`config.mk`:
```
export PLATFORM = sky130hd
export DESIGN_NAME = carry_skip_adder
export DESIGN_NICKNAME = d
export VERILOG_FILES = /design/src/rtl/csa_pkg.sv /design/src/rtl/csa_bit_class.sv /design/src/rtl/csa_section.sv /design/src/rtl/carry_skip_adder.sv
export SDC_FILE = /design/constraint.sdc
export NUM_CORES = 1
export LEC_CHECK = 0
export CORE_UTILIZATION = 39
export DETAILED_ROUTE_END_ITERATION = 10
export PLACE_DENSITY = 0.9
export SYNTH_ARGS = -nofsm -noshare
export SYNTH_HDL_FRONTEND = slang
export SYNTH_SLANG_ARGS = --single-unit
```
`constraint.sdc`:
```
create_clock -name vclk -period 15.8
set_clock_uncertainty 0.15 [all_clocks]
set_input_delay 3.16 -clock vclk [all_inputs]
set_output_delay 3.16 -clock vclk [all_outputs]
set_load 0.01 [all_outputs]
```
`src/rtl/csa_pkg.sv`:
```
package csa_pkg;
  // carry into the next bit of a section
  function automatic logic carry_step(input logic gen, input logic prop, input logic cin);
    return gen | (prop & cin);
  endfunction

  // sum bit from the half-sum and the incoming carry
  function automatic logic sum_bit(input logic prop, input logic cin);
    return prop ^ cin;
  endfunction
endpackage

```
`src/rtl/csa_bit_class.sv`:
```
module csa_bit_class (
  input  logic a,
  input  logic b,
  output logic gen,
  output logic kill,
  output logic prop
);
  assign gen  = a & b;
  assign kill = ~a & ~b;
  assign prop = a ^ b;

  always_comb begin
    assert_one_class_R2: assert ($onehot({gen, kill, prop}))
      else $error("bit in more or fewer than one class");
  end
endmodule

```
`src/rtl/csa_section.sv`:
```
module csa_section #(
  parameter int M = 4
) (
  input  logic [M-1:0] a,
  input  logic [M-1:0] b,
  input  logic         cin,
  output logic [M-1:0] sum,
  output logic         cout
);
  logic [M-1:0] gen, kill, prop;
  logic [M-1:0] chain;        // carry into each bit
  logic         lower_all;    // every bit below the top propagates
  logic         sel_bypass, sel_ripple, sel_top;

  for (genvar i = 0; i < M; i++) begin : g_bit
    csa_bit_class u_cls (
      .a(a[i]), .b(b[i]),
      .gen(gen[i]), .kill(kill[i]), .prop(prop[i])
    );
  end

  always_comb begin
    chain[0] = cin;
    for (int i = 0; i < M - 1; i++)
      chain[i+1] = csa_pkg::carry_step(gen[i], prop[i], chain[i]);
  end

  if (M > 1) begin : g_lower
    assign lower_all = &prop[M-2:0];
  end else begin : g_single
    assign lower_all = 1'b1;
  end

  assign sel_bypass = lower_all & prop[M-1];
  assign sel_ripple = ~lower_all & prop[M-1];
  assign sel_top    = ~prop[M-1];

  // one-hot AND-OR select: never two sources at once
  assign cout = (sel_bypass & cin) | (sel_ripple & chain[M-1]) | (sel_top & gen[M-1]);

  always_comb begin
    for (int i = 0; i < M; i++)
      sum[i] = csa_pkg::sum_bit(prop[i], chain[i]);
  end

  always_comb begin
    assert_sel_onehot_R4: assert ($onehot({sel_bypass, sel_ripple, sel_top}))
      else $error("section carry select not one-hot");
    assert_bypass_carry_R3: assert (!sel_bypass || (cout == cin))
      else $error("bypass did not pass carry-in");
    assert_top_kill_R5: assert (!(sel_top && kill[M-1] && cout))
      else $error("killed top bit yet carry-out high");
    assert_section_sum_R1: assert ({cout, sum} == ({1'b0, a} + {1'b0, b} + (M+1)'(cin)))
      else $error("section result differs from arithmetic");
  end
endmodule

```
`src/rtl/carry_skip_adder.sv`:
```
module carry_skip_adder #(
  parameter int WIDTH   = 16,
  parameter int SECTION = 4
) (
  input  logic [WIDTH-1:0] opnd_a,
  input  logic [WIDTH-1:0] opnd_b,
  input  logic             carry_in,
  output logic [WIDTH-1:0] sum_out,
  output logic             carry_out
);
  localparam int NSEC = WIDTH / SECTION;

  if ((WIDTH % SECTION) != 0 || SECTION < 1) begin : g_bad_split
    $error("WIDTH must be a positive multiple of SECTION");
  end

  logic [NSEC:0] sec_carry;   // carry between sections

  assign sec_carry[0] = carry_in;

  for (genvar s = 0; s < NSEC; s++) begin : g_sec
    csa_section #(.M(SECTION)) u_sec (
      .a   (opnd_a[s*SECTION +: SECTION]),
      .b   (opnd_b[s*SECTION +: SECTION]),
      .cin (sec_carry[s]),
      .sum (sum_out[s*SECTION +: SECTION]),
      .cout(sec_carry[s+1])
    );
  end

  assign carry_out = sec_carry[NSEC];

  always_comb begin
    assert_total_sum_R1: assert ({carry_out, sum_out} ==
        ({1'b0, opnd_a} + {1'b0, opnd_b} + (WIDTH+1)'(carry_in)))
      else $error("adder result differs from arithmetic");
  end
endmodule

```
# == Word-level counts from Yosys, hierarchy flattened ==
# Index checks and enable logic that the tools add are counted.
# totals
wordCells,112
ff_bits,0
inputBits,33
out_inout_bits,17
# op_classes
reduce_logical,4
bitwise,108
# ops
cell,n
1-bit bitwise AND,48
1-bit XOR,32
1-bit bitwise OR,20
3-bit AND reduction,4
1-bit inverter,8

# == Longest topological paths before layout ==
# Gate-level depths: netlist of run 1.
# depth
ltp_word,37
ltp_mapped,29
depth_no_buf,29

# == Cells and area by module ==
# A second synthesis of run 1 with hierarchy kept.
# unflattened
hier_cells,108
hier_area_um2,905.9
# modules_own_cells
mod,area_per_inst_um2,seq_area_each_um2,instances,cells_per_inst
csa_bit_class,32.5,0.0,16,4
csa_section,96.3,0.0,4,11

# == Worst setup path after synthesis of run 1 ==
# OpenSTA, ideal clock, no wires.
# synth_path
path_kind,input-to-output
from,input opnd_a[0]
to,output carry_out
path_buffers,0
arrival_time_ns,8.618
required_ns,12.490
setup_slack_ns,3.872
path_stages,29
path_cell_list,inv_1 fa_1 inv_1 fa_1 inv_1 fa_1 nand2b_1 mux2i_1 or2_2 fa_1 fa_1 inv_1 fa_1 nand2_1 o311ai_2 nand2b_1 fa_1 fa_1 inv_1 fa_1 a21boi_0 a21o_1 fa_1 fa_1 fa_1 a31oi_1 nor2b_1 o22ai_1 o21ba_1
# synth_via
elab_chain_len,37
elab_cells_between_ends,46
classes_between,bitwise: 45; reduce/logical: 1
# synth_rtl
element,line_no,rtl
from (decl),carry_skip_adder.sv:5,"input logic [WIDTH-1:0] opnd_a,"
1-bit XOR,csa_bit_class.sv:10,assign prop = a ^ b;
1-bit bitwise AND,csa_pkg.sv:4,return gen | (prop & cin);
1-bit bitwise OR,csa_pkg.sv:4,
1-bit bitwise AND,csa_pkg.sv:4,
1-bit bitwise OR,csa_pkg.sv:4,
1-bit bitwise AND,csa_pkg.sv:4,
1-bit bitwise OR,csa_pkg.sv:4,
1-bit bitwise AND,csa_section.sv:39,assign cout = (sel_bypass & cin) | (sel_ripple & chain[M-1]) | (sel_top & gen[M-1]);
[20 not listed],-,
1-bit bitwise AND,csa_pkg.sv:4,
1-bit bitwise OR,csa_pkg.sv:4,
1-bit bitwise AND,csa_pkg.sv:4,
1-bit bitwise OR,csa_pkg.sv:4,
1-bit bitwise AND,csa_pkg.sv:4,
1-bit bitwise OR,csa_pkg.sv:4,
1-bit bitwise AND,csa_section.sv:39,
1-bit bitwise OR * (2 in series),csa_section.sv:39,
to (decl),carry_skip_adder.sv:9,output logic carry_out
# Every way passes the cells marked *; elsewhere a longest branch is shown, timed or not.

# == Final worst setup path of run 1 ==
# layout_path
from,input carry_in
to,output carry_out
# layout_via
elab_chain_len,36
elab_cells_between_ends,40
classes_between,bitwise: 40
# layout_rtl
element,line_no,rtl
from (decl),carry_skip_adder.sv:7,"input logic carry_in,"
1-bit bitwise AND,csa_pkg.sv:4,
1-bit bitwise OR,csa_pkg.sv:4,
1-bit bitwise AND,csa_pkg.sv:4,
1-bit bitwise OR,csa_pkg.sv:4,
1-bit bitwise AND,csa_pkg.sv:4,
1-bit bitwise OR,csa_pkg.sv:4,
1-bit bitwise AND,csa_section.sv:39,
1-bit bitwise OR * (2 in series),csa_section.sv:39,
[18 not listed],-,
1-bit bitwise AND,csa_pkg.sv:4,
1-bit bitwise OR,csa_pkg.sv:4,
1-bit bitwise AND,csa_pkg.sv:4,
1-bit bitwise OR,csa_pkg.sv:4,
1-bit bitwise AND,csa_pkg.sv:4,
1-bit bitwise OR,csa_pkg.sv:4,
1-bit bitwise AND,csa_section.sv:39,
1-bit bitwise OR * (2 in series),csa_section.sv:39,
# Marks and branches as above.

==> results.tsv, run 1 <==
metric	value	unit
register area share after synthesis	0	%
Final ANT Viol Nets	0	
first-pass GRT wire length	2732	µm
top cell type's share of synthesized area	35.69	%
Unique masters post-synth	20	
initial antenna violation count	0	
startpoint types	primary input	
Yosys top cell by area	fa_1	
Crit-path slowest cell	clkdlybuf4s50_1	
CP max stage delay	0.47	ns
vias per cell	4.800	
layout cells sized above 1	2.521	%
Synth area leaders	fa_1, ha_1, inv_1	
Post-CTS Repair Setup Buffers	0	
GPL Wtd Cong	0.7238	
drt drc	8	
violated checks	DRC	
FF+latch count	0	
crit path to	carry_out	
leakage	0.0005671	µW
top post-synthesis cells by count	inv_1, ha_1, fa_1	
n_diodes	0	
count leader, synth	inv_1	
# port buffers	50	
core area	0.001559	mm²
Synth Area per Inst	9.756	µm²
worst slew pin tran	0.2686	ns
gr ovfl total	0	
Die ar.	0.001896	mm²
Non-Filler Instances	135	
Setup crit start	carry_in	
post-synthesis cell area	673.1	µm²
final setup fails	0	
Hold Violations, Final	0	
CP dominant cell by count	fa_1	
switching part of the total	39.60	%
largest net degree at the start of global routing	4	
cell count after synthesis	69	
outcome	finished with violations	
clock buffers	0	
cell total after placement	135	
switching pwr	20.65	µW
fmax	75.75	MHz
Die X	43.55	µm
vias	648	
fin crit share	83.55	%
area of the multi-input gates	609.3	µm²
kind of critical path	primary input to output port	
Starting Density	43.18	%
Avg WL per Cell	11.71	µm
TritonRoute pass-1 iters	6	
row cnt	14	
Comb power frac	100.0	%
post-DP HPWL	1531	µm
1st-iter DRT viols	13	
WP data required	12.49	ns
P&R area growth vs syn	77.32	%
cell internal pwr	31.50	µW
CP Max Fanout	2	
Resize count post-CTS	0	
vias in the first global route	635	
power per cell area	43.70	mW/mm²
worst vdd ir	21.85	µV
filler cell count in the final layout	114	
Worst Setup End Kind	output port	
Total GRT Usage	18.39	%
Worst EP arrival	9.89	ns
Ys Warns	0	
min Tclk post-route	13.20	ns
IO Pins	50	
syn_nets	130	
Rel. slew slack	81.93	%
Die H	43.55	µm
FF/Latch Area	0	µm²
# hold bufs at CTS	0	
clock group share of total power	0	%
maxcap violations	0	
setup_tns	0	ns
Final Max Slew Viols	0	
fin nets	182	
Hold Crit Class	primary input to output port	
RSZ-0062 raised after global routing	no	
Reg power frac	0	%
Total Routed Length	1581	µm
placed cells by master (no fill, tap or decap), types with 2 or more instances in the layout:
| cell type | instances |
|---|---|
| clkdlybuf4s50_1 | 50 |
| fa_1 | 12 |
| ha_1 | 16 |
| inv_1 | 17 |
| nand2_1 | 3 |
| nand2b_1 | 2 |
| nand3_1 | 2 |
| nor2_1 | 2 |
| xnor2_1 | 3 |
metal layers:
layer | vias to the layer above | routed length [µm] | global-route usage, %
met4 | 0 | 36 | 3.125
met5 | - | 0 | 0
met1 | 307 | 652 | 24.80
met2 | 23 | 823 | 33.13
met3 | 4 | 69 | 0.4167
li1 | 314 | - | -
cells by family after synthesis:
family,after synthesis,share of synthesized area [%]
buf+inv,17,9.479
mux,1,1.487
xor+xnor,4,5.205
fa+ha+maj,28,65.43
compound gates,6,7.995
simple gates,13,10.41
how the worst min path moves through the flow:
| stage | startpoint | to | slack [ns] | depth (start not counted) |
|---|---|---|---|---|
| detailed placement | opnd_b[15] | sum_out[15] | 7.33 | 4 |
| global placement | opnd_b[15] | sum_out[15] | 7.30 | 4 |
| CTS | opnd_b[15] | sum_out[15] | 7.33 | 4 |
| global route | opnd_b[15] | sum_out[15] | 7.35 | 4 |
| finish | opnd_b[15] | sum_out[15] | 7.32 | 4 |
| floorplan | opnd_b[12] | sum_out[12] | 6.36 | 1 |
worst max-delay path: cells and delay by family:
kind	cells	cell delay, ns
fa+ha+maj	12	3.80
simple gates	5	0.66
mux	1	0.09
compound gates	6	0.87
buf+inv	7	1.29
power groups by stage:
stage,Combinational [µW],Sequential [µW],Clock (µW)
after CTS,53.0,0,0
final,52.2,0,0
after detailed placement,52.7,0,0
after floorplan,23.4,0,0
after global placement,51.2,0,0
after global routing,57.3,0,0
per-stage QoR:
stage	util (%)	area [µm²]	setup WS, ns	hold WS (ns)	power [µW]
floorplan	-	673.1	3.872	6.358	23.41
global placement	76.57	1194	2.738	7.298	51.17
detailed placement	76.57	1194	2.585	7.335	52.73
CTS	76.57	1194	2.560	7.335	52.97
global route	76.57	1194	2.164	7.349	57.32
finish	76.57	1194	2.599	7.319	52.16
cell type report:
class / instances / area share (%)
Inverter: 17 / 5.346
Multi-Input combinational cell: 52 / 51.05
Tap cell: 16 / 1.677
Timing Repair Buffer: 50 / 41.93
No activity file was read; power rests on OpenSTA's default activity.
==> run 2: changes to the inputs <==
--- a/config.mk
+++ b/config.mk
@@ -5,9 +5,9 @@
 export SDC_FILE = /design/constraint.sdc
 export NUM_CORES = 1
 export LEC_CHECK = 0
-export CORE_UTILIZATION = 39
+export CORE_UTILIZATION = 33
 export DETAILED_ROUTE_END_ITERATION = 10
-export PLACE_DENSITY = 0.9
+export PLACE_DENSITY = 0.81
 export SYNTH_ARGS = -nofsm -noshare
 export SYNTH_HDL_FRONTEND = slang
 export SYNTH_SLANG_ARGS = --single-unit
==> constraint.sdc (replaced) <==
create_clock -name vclk -period 11.9
set_clock_uncertainty 0.15 [all_clocks]
set_input_delay 2.38 -clock vclk [all_inputs]
set_output_delay 2.38 -clock vclk [all_outputs]
set_load 0.01 [all_outputs]
==> run 2 against run 1 <==
Effect of this change:
- the flow now finishes without violations
- flip-flop and latch count unchanged
- final cell count increased by 6.7%
- first-iteration DRC count decreased by 77%
- total power increased by 36%
- via count decreased by 1.1%
- wire length increased by 11%
- design area increased by 2.2%
- clock-buffer cell count unchanged
- largest cell class unchanged
- largest power group unchanged
- highest routed layer is now met3
==> results.tsv, run 2 (synthesis results as in run 1) <==
metric	value	unit
Starting Density	36.98	%
largest net degree at the start of global routing	4	
final setup fails	0	
vias per cell	4.451	
Reg power frac	0	%
1st-iter DRT viols	3	
outcome	complete, no violations	
Hold Crit Class	primary input to output port	
kind of critical path	primary input to output port	
Total Routed Length	1750	µm
Worst EP arrival	8.95	ns
cell total after placement	144	
fin crit share	96.49	%
Die X	47.17	µm
FF+latch count	0	
WHS Path Cells	4	
# port buffers	50	
WP data required	9.37	ns
cell internal pwr	42.77	µW
first-pass GRT wire length	2401	µm
Comb power frac	100.0	%
core area	0.001821	mm²
fin nets	182	
Hold Violations, Final	0	
switching part of the total	39.79	%
FF/Latch Area	0	µm²
Worst Setup End Kind	output port	
RSZ-0062 raised after global routing	no	
switching pwr	28.26	µW
most common cell after layout, fill and taps aside	clkdlybuf4s50_1	
layout cells sized above 1	7.563	%
most frequent cells in the layout	clkdlybuf4s50_1, inv_1, ha_1	
post-DP HPWL	1648	µm
IO Pins	50	
worst slew pin tran	0.2695	ns
maxcap violations	0	
TritonRoute pass-1 iters	2	
clock group share of total power	0	%
setup_tns	0	ns
Die H	47.17	µm
power per cell area	58.23	mW/mm²
Rel. slew slack	82.01	%
drt drc	0	
Final ANT Viol Nets	0	
min Tclk post-route	11.48	ns
Final Max Slew Viols	0	
CP Max Fanout	2	
row cnt	15	
filler cell count in the final layout	157	
GPL Wtd Cong	0.7097	
CP max stage delay	0.47	ns
Avg WL per Cell	12.15	µm
gr ovfl total	0	
leakage	0.0005627	µW
P&R area growth vs syn	81.23	%
worst vdd ir	30.52	µV
Crit-path slowest cell	clkdlybuf4s50_1	
Non-Filler Instances	144	
setup slack at placement	0.2012	ns
fmax	87.09	MHz
clock buffers	0	
Hold WS	5.752	ns
Total GRT Usage	14.86	%
Post-CTS Repair Setup Buffers	0	
area of the multi-input gates	624.3	µm²
final core occ	67.01	%
n_diodes	0	
final worst setup slack	0.4179	ns
vias	641	
Die ar.	0.002225	mm²
vias in the first global route	589	
initial antenna violation count	0	
startpoint types	primary input	
-- run 2: final timing paths --
check             slack, ns          end        from
setup / recovery       0.42    carry_out   opnd_b[0]
hold / removal         5.75  sum_out[15]  opnd_b[15]
-- run 2: repair_timing --
| action | in CTS | in global routing |
|---|---|---|
| resized for setup | 0 | 7 |
| hold buffers | 0 | 0 |
| endpoints found under the setup margin | 0 | 1 |
-- run 2: through the flow --
stage                     area, µm²  power (µW)
final                          1220       71.03
after floorplan               673.1       31.09
after detailed placement       1205       70.83
after CTS                      1205       71.17
after global routing           1220       77.69
after global placement         1205       67.94
-- run 2: metal layers --
layer	share of wire [%]	wire length (µm)	vias to the layer above	track usage, %
met5	0	0	-	0
met4	0	0	0	0
met3	2.7	47	0	0
met2	57	989	19	28.61
met1	41	712	309	19.77
li1	-	-	313	-
-- run 2: worst max-delay path, delay by kind of cell --
kind | cells | cell delay [ns]
mux | 1 | 0.09
compound gates | 6 | 0.83
fa+ha+maj | 12 | 3.72
simple gates | 5 | 0.66
buf+inv | 7 | 1.29
-- run 2: final cells by class --
type	instances	area share, %
Tap cell	25	2.564
Timing Repair Buffer	50	41.03
Inverter	17	5.231
Multi-Input combinational cell	52	51.18
-- run 2: power by group through the flow --
stage                     Combinational [µW]  Sequential (µW)  Clock [µW]
final                                   71.0                0           0
after global routing                    77.7                0           0
after CTS                               71.2                0           0
after detailed placement                70.8                0           0
after global placement                  67.9                0           0
after floorplan                         31.1                0           0
==> run 3: changes to the inputs <==
--- a/config.mk
+++ b/config.mk
@@ -5,6 +5,7 @@
 export SDC_FILE = /design/constraint.sdc
 export NUM_CORES = 1
 export LEC_CHECK = 0
+export ABC_AREA = 0
 export CORE_UTILIZATION = 33
 export DETAILED_ROUTE_END_ITERATION = 10
 export PLACE_DENSITY = 0.81
==> results of run 3 <==
Final layout, timing and power as in run 2 (identical DEF).
